<file path="config.mk">
export PLATFORM = sky130hd
export DESIGN_NAME = irq_flag_ctrl
export DESIGN_NICKNAME = d
export VERILOG_FILES = /design/src/rtl/irqc_pkg.sv /design/src/rtl/irqc_sync_edge.sv /design/src/rtl/irqc_flags.sv /design/src/rtl/irqc_gie_fsm.sv /design/src/rtl/irq_flag_ctrl.sv
export SDC_FILE = /design/constraint.sdc
export NUM_CORES = 1
export LEC_CHECK = 0
export BUFFER_PORTS_ARGS = -buffer_cell sky130_fd_sc_hd__buf_2
export CAP_MARGIN = 40
export CORE_ASPECT_RATIO = 0.75
export CORE_MARGIN = 3
export CORE_UTILIZATION = 49
export CTS_CLUSTER_SIZE = 16
export DETAILED_ROUTE_END_ITERATION = 8
export PLACE_DENSITY = 0.77
export SYNTH_ARGS = -nofsm -noshare
export SYNTH_HDL_FRONTEND = slang
export SYNTH_SLANG_ARGS = --single-unit
export TNS_END_PERCENT = 100
</file>
<file path="constraint.sdc">
create_clock -name clk -period 1.4 [get_ports clk]
set_input_delay 0.14 -clock clk [delete_from_list [all_inputs] [get_ports clk]]
set_output_delay 0.14 -clock clk [all_outputs]
set_load 0.03 [all_outputs]
</file>
<file path="src/rtl/irqc_pkg.sv">
package irqc_pkg;

    // Number of interrupt sources and their flag positions in the control register
    localparam int NSRC      = 3;
    localparam int BIT_CHG   = 0;
    localparam int BIT_EXT   = 1;
    localparam int BIT_TMR   = 2;
    localparam int EN_OFFSET = 3;   // enable of source k sits at bit k+3
    localparam int BIT_GIE   = 7;

    typedef enum logic [1:0] {
        ST_MASKED  = 2'd0,
        ST_OPEN    = 2'd1,
        ST_SERVICE = 2'd2
    } gie_state_t;

endpackage

</file>
<file path="src/rtl/irqc_sync_edge.sv">
module irqc_sync_edge #(
    parameter int STAGES = 2
) (
    input  logic clk,
    input  logic rst_n,
    input  logic pin_i,
    output logic rise_o,
    output logic fall_o
);

    logic [STAGES-1:0] chain_q;
    logic              prev_q;
    logic              level;

    generate
        if (STAGES == 1) begin : g_single
            always_ff @(posedge clk or negedge rst_n) begin
                if (!rst_n) chain_q <= '0;
                else        chain_q <= pin_i;
            end
        end else begin : g_chain
            always_ff @(posedge clk or negedge rst_n) begin
                if (!rst_n) chain_q <= '0;
                else        chain_q <= {chain_q[STAGES-2:0], pin_i};
            end
        end
    endgenerate

    assign level = chain_q[STAGES-1];

    always_ff @(posedge clk or negedge rst_n) begin
        if (!rst_n) prev_q <= 1'b0;
        else        prev_q <= level;
    end

    assign rise_o = level & ~prev_q;
    assign fall_o = ~level & prev_q;

endmodule

</file>
<file path="src/rtl/irqc_flags.sv">
module irqc_flags
    import irqc_pkg::*;
#(
    parameter int N = NSRC
) (
    input  logic         clk,
    input  logic         rst_n,
    input  logic [N-1:0] set_i,
    input  logic         wr_i,
    input  logic [N-1:0] wr_flag_i,
    input  logic [N-1:0] wr_en_i,
    output logic [N-1:0] flag_o,
    output logic [N-1:0] en_o,
    output logic         pend_o
);

    logic [N-1:0] flag_q;
    logic [N-1:0] en_q;

    generate
        for (genvar g = 0; g < N; g++) begin : g_src
            // hardware set has priority over a software load
            always_ff @(posedge clk or negedge rst_n) begin
                if (!rst_n)    flag_q[g] <= 1'b0;
                else if (set_i[g]) flag_q[g] <= 1'b1;
                else if (wr_i) flag_q[g] <= wr_flag_i[g];
            end

            always_ff @(posedge clk or negedge rst_n) begin
                if (!rst_n)    en_q[g] <= 1'b0;
                else if (wr_i) en_q[g] <= wr_en_i[g];
            end
        end
    endgenerate

    assign flag_o = flag_q;
    assign en_o   = en_q;
    assign pend_o = |(flag_q & en_q);

endmodule

</file>
<file path="src/rtl/irqc_gie_fsm.sv">
module irqc_gie_fsm
    import irqc_pkg::*;
(
    input  logic clk,
    input  logic rst_n,
    input  logic take_i,
    input  logic ret_i,
    input  logic sw_wr_i,
    input  logic sw_gie_i,
    output logic gie_o
);

    gie_state_t state_q;
    gie_state_t state_d;

    always_ff @(posedge clk or negedge rst_n) begin
        if (!rst_n) state_q <= ST_MASKED;
        else        state_q <= state_d;
    end

    always_comb begin
        state_d = state_q;
        unique case (state_q)
            ST_MASKED: begin
                if (ret_i || (sw_wr_i && sw_gie_i)) state_d = ST_OPEN;
            end
            ST_OPEN: begin
                if (take_i)                        state_d = ST_SERVICE;
                else if (ret_i)                    state_d = ST_OPEN;
                else if (sw_wr_i && !sw_gie_i)     state_d = ST_MASKED;
            end
            ST_SERVICE: begin
                if (ret_i || (sw_wr_i && sw_gie_i)) state_d = ST_OPEN;
            end
            default: state_d = ST_MASKED;
        endcase
    end

    always_comb begin
        gie_o = 1'b0;
        unique case (state_q)
            ST_OPEN:    gie_o = 1'b1;
            ST_MASKED,
            ST_SERVICE: gie_o = 1'b0;
            default:    gie_o = 1'b0;
        endcase
    end

endmodule

</file>
<file path="src/rtl/irq_flag_ctrl.sv">
module irq_flag_ctrl
    import irqc_pkg::*;
#(
    parameter int                NUM_GP      = 6,
    parameter logic [NUM_GP-1:0] CHG_MASK    = 6'b001011,
    parameter logic [7:0]        OPT_RESET   = 8'hFF,
    parameter int                POL_BIT     = 6,
    parameter int                SYNC_STAGES = 2
) (
    input  logic              clk,
    input  logic              rst_n,
    input  logic              wr_en,
    input  logic              addr,
    input  logic [7:0]        wr_data,
    output logic [7:0]        rd_data,
    input  logic              tmr_ovf,
    input  logic              ext_pin,
    input  logic [NUM_GP-1:0] gp_pins,
    input  logic              vec_take,
    input  logic              ret_strobe,
    output logic              irq_req,
    output logic              wake_req
);

    localparam int EN_HI = EN_OFFSET + NSRC - 1;

    logic [7:0]        opt_q;
    logic [7:0]        ctrl_q;
    logic              ctrl_wr;
    logic              ext_rise;
    logic              ext_fall;
    logic              ext_hit;
    logic [NUM_GP-1:0] gp_rise;
    logic [NUM_GP-1:0] gp_fall;
    logic              chg_hit;
    logic [NSRC-1:0]   hw_set;
    logic [NSRC-1:0]   flag_v;
    logic [NSRC-1:0]   en_v;
    logic              pend;
    logic              gie;
    logic              take;

    assign ctrl_wr = wr_en && (addr == 1'b0);

    // option register
    always_ff @(posedge clk or negedge rst_n) begin
        if (!rst_n)                       opt_q <= OPT_RESET;
        else if (wr_en && addr == 1'b1)   opt_q <= wr_data;
    end

    // external pin edge detection
    irqc_sync_edge #(.STAGES(SYNC_STAGES)) u_ext_sync (
        .clk    (clk),
        .rst_n  (rst_n),
        .pin_i  (ext_pin),
        .rise_o (ext_rise),
        .fall_o (ext_fall)
    );

    assign ext_hit = opt_q[POL_BIT] ? ext_rise : ext_fall;

    // pin-change detection
    generate
        for (genvar p = 0; p < NUM_GP; p++) begin : g_gp
            irqc_sync_edge #(.STAGES(SYNC_STAGES)) u_gp_sync (
                .clk    (clk),
                .rst_n  (rst_n),
                .pin_i  (gp_pins[p]),
                .rise_o (gp_rise[p]),
                .fall_o (gp_fall[p])
            );
        end
    endgenerate

    assign chg_hit = |((gp_rise | gp_fall) & CHG_MASK);

    always_comb begin
        hw_set          = '0;
        hw_set[BIT_CHG] = chg_hit;
        hw_set[BIT_EXT] = ext_hit;
        hw_set[BIT_TMR] = tmr_ovf;
    end

    irqc_flags #(.N(NSRC)) u_flags (
        .clk       (clk),
        .rst_n     (rst_n),
        .set_i     (hw_set),
        .wr_i      (ctrl_wr),
        .wr_flag_i (wr_data[NSRC-1:0]),
        .wr_en_i   (wr_data[EN_HI:EN_OFFSET]),
        .flag_o    (flag_v),
        .en_o      (en_v),
        .pend_o    (pend)
    );

    assign take = vec_take && irq_req;

    irqc_gie_fsm u_gie (
        .clk      (clk),
        .rst_n    (rst_n),
        .take_i   (take),
        .ret_i    (ret_strobe),
        .sw_wr_i  (ctrl_wr),
        .sw_gie_i (wr_data[BIT_GIE]),
        .gie_o    (gie)
    );

    assign ctrl_q   = {gie, 1'b0, en_v, flag_v};
    assign irq_req  = gie && pend;
    assign wake_req = pend;
    assign rd_data  = addr ? opt_q : ctrl_q;

endmodule

</file>
==> results.txt <==
- In the post-route analysis, the smallest setup slack over all paths is -0.223 ns.
- Main flop type after synthesis: sky130_fd_sc_hd__dfrtp_1
* Critical path peak fanout: 4
- Setup slack at placement: between 0.1 and 0.15 ns
- The initial utilization of the core area, before any placement, comes to 0.536.
- CP Launch Type: flip-flop
* Fraction of registers with async set/reset: 1.00
* Number of synthesized flops with an enable pin: 0
- Between clock sinks in the finished design, the worst skew comes to ~0.0027 ns.
- Synthesis Warnings: 0
- The final number of hold-violating endpoints was 0.
- For the pin with the worst max-slew slack, the measured transition is ~0.60 ns.
- The via count of the first global-routing pass is 758.
* Final #Nets: about 140
* Count of unique library cells instantiated by Yosys: 20
- Flip-flop and latch count after synthesis: 28
* Count of non-filler cells in the finished layout: 144
* Weighted congestion at the end of routability-driven global placement: about 0.7
* Pre-Repair DR Iteration Count: 5
- Average via count per standard cell: 5.22
- The tree is rooted in a sky130_fd_sc_hd__clkbuf_4.
- Horiz. Die Dim: a little over 60 um
* Reported leakage power: between 0.6 and 0.7 nW
- Cell area power density: between 1000 and 1500 nW/um^2
* Most common library cell in the layout ignoring fill and taps: sky130_fd_sc_hd__buf_2
- Buffers placed on the I/O ports in this run total 28.
* GR Util All Layers: 0.174
- For this block, the initial DRC count from the detailed router was 11.
- DRC: 0
* Relative slew slack: 0.600
* Antenna violations before repair: 0
* Post-Syn Area: 1110 sq um
- Height of the die: ~47 um
- The die covers between 2000 and 3000 sq um.
- Cell area after layout: ~1500 sq um
- Clock buffer count from CTS: 3
- Clock buffer depth: 2
- Internal reg-to-reg setup slack: approximately 0.07 ns
- Clock-pin slew was measured on the worst setup and hold paths at 0.14 ns.
* Number of top-level pins: 32
- Time the final worst path needs with I/O delays and setup: roughly 1.6 ns
* Endpoint type of the worst setup path: output port
* Peak supply drop: a little over 0.0008 V
- Layout cell share with drive strength beyond 1: 0.575
- Setup repair after global routing could not meet its margin everywhere.
- The tree built by TritonCTS fans out to 28 sinks.
- In this run the number of H-tree levels came out at 1.
- For the worst setup path, the data required time is between 1 and 1.5 ns.
- Number of placement rows: 14
- The HPWL after detailed placement is approximately 1600 um.
- The first global-routing pass estimated between 3000 and 4000 um of wire.
* Slew Viols, Final: 0
- Placed Instances: approximately 130
- Pin count of the biggest net entering global routing: 29
- Worst-skew pair later-pin latency: ~0.32 ns
- Achievable Freq: between 0.6 and 0.7 GHz
* Clock tree from TritonCTS: yes
* Post-route antenna net violation count: 0
- The critical path is of the reg -> out type.
* DR WL/cell: about 16 um
- The flow ran to the end, but the final reports show violations.
- Antenna diode count: 0
- Setup violations, final: 3
- The core region is between 2000 and 2500 sq um.
* Detailed-route via count: between 700 and 800
* Mapped Nets: 99
- After detailed placement, the total cell area comes to between 1000 and 1500 sq um.
- Routed wire length: approximately 2200 um
* Number of instances in the synthesized netlist: just under 80
- Most used cells in the layout excluding fill and tap cells: sky130_fd_sc_hd__buf_2, sky130_fd_sc_hd__dfrtp_1, sky130_fd_sc_hd__mux2_2, sky130_fd_sc_hd__dfstp_2, sky130_fd_sc_hd__buf_4
- Kind of path behind the tightest hold check: in -> reg
* Min Hold Slack: ~0.029 ns
- CP Data Arrival Time: between 1 and 1.5 ns
* Remaining global-route overflow: 0
- From synthesis to final layout, the design area changed by 33.0%.
* Portion of the clock cycle consumed by the worst path in the final layout: 1.16
- Of the synthesized area, sequential elements account for 0.642.
- Number of max-capacitance violations reported: 0
- A synthesized cell averages 14.4 sq um.
- Total power for the finished layout comes to 2.18 mW.
- The final reports fail on setup timing.
[where the power goes]
| part | internal [mW] | switching [mW] | total [mW] |
|---|---|---|---|
| logic | 0.325 | 0.339 | 0.664 |
| clock network | 0.290 | 0.225 | 0.514 |
| registers | 0.930 | 0.0725 | 1.00 |
[registers in the layout, summed over array words and instances (netlist names)]
signal                  flops
u_ext_sync.chain_q          2
u_ext_sync.prev_q           1
u_flags.en_o                3
g_gp.u_gp_sync.chain_q      6
u_flags.flag_o              3
g_gp.u_gp_sync.prev_q       3
opt_q                       8
u_gie.state_q               2
[cell families after synthesis]
family	after synthesis	synth area share
flops	28	0.642
mux	20	0.200
simple gates	16	0.0689
compound gates	6	0.0497
buf+inv	4	0.0158
xor+xnor	3	0.0237
[layer usage]
layer  GRT usage  part of all wire  vias to the layer above
met5           0                 0                        -
met4      0.0433             0.022                        0
met2       0.296              0.51                       28
li1            -                 -                      356
met1       0.224              0.42                      361
met3      0.0495             0.055                        6
[critical path, cell delays in order, from the launching register on]
cell                       delay (ns)
sky130_fd_sc_hd__dfrtp_1         0.41
sky130_fd_sc_hd__a222oi_1        0.36
sky130_fd_sc_hd__buf_4           0.21
sky130_fd_sc_hd__nor2_4          0.04
sky130_fd_sc_hd__buf_6           0.13
[metrics by stage]
step / setup TNS [ns] / utilization
floorplan: 0 / -
global placement: 0 / 0.620
detailed placement: 0 / 0.620
CTS: -0.544 / 0.691
global route: -0.662 / 0.712
finish: -0.479 / 0.712
[repair_timing]
action                     CTS  global route
pin swaps                    1             2
hold buffers                 6             0
hold endpoints to repair    25             0
resized for setup            6             8
buffers inserted             2             3
setup endpoints to repair    3             4
[final timing paths]
path | endpoint | cells past startpoint | start
min reg2reg | g_gp[1].u_gp_sync.chain_q[1]$_DFF_PN0_ | 0 | g_gp[1].u_gp_sync.chain_q[0]$_DFF_PN0_
min in group asynchronous | g_gp[1].u_gp_sync.chain_q[0]$_DFF_PN0_ | 2 | rst_n
max | irq_req | 4 | u_flags.flag_o[2]$_DFFE_PN0P_
max in group asynchronous | u_gie.state_q[1]$_DFFE_PN0P_ | 2 | rst_n
max reg2reg | u_gie.state_q[1]$_DFFE_PN0P_ | 4 | u_flags.flag_o[2]$_DFFE_PN0P_
min | u_flags.flag_o[2]$_DFFE_PN0P_ | 2 | wr_data[2]
[cell usage after synthesis (2+ instances only)]
cell	instances	share of area
sky130_fd_sc_hd__mux2_2	17	0.17
sky130_fd_sc_hd__xnor2_1	3	0.024
sky130_fd_sc_hd__dfstp_2	8	0.19
sky130_fd_sc_hd__nor2_1	4	0.014
sky130_fd_sc_hd__dfrtp_1	20	0.45
sky130_fd_sc_hd__buf_2	2	0.0090
sky130_fd_sc_hd__inv_1	2	0.0068
sky130_fd_sc_hd__mux2i_1	3	0.027
sky130_fd_sc_hd__nand2_1	6	0.020
sky130_fd_sc_hd__nor2b_1	2	0.011
[cell type report]
class / count / area (sq um)
clock buffer: 3 / 22.5
clock inverter: 1 / 30.0
fill: 147 / 594
inverter: 2 / 7.51
multi-input combinational: 45 / 398
sequential: 28 / 711
tap: 24 / 30.0
timing repair buffer: 41 / 274
Power figures use the tool's default switching activity.
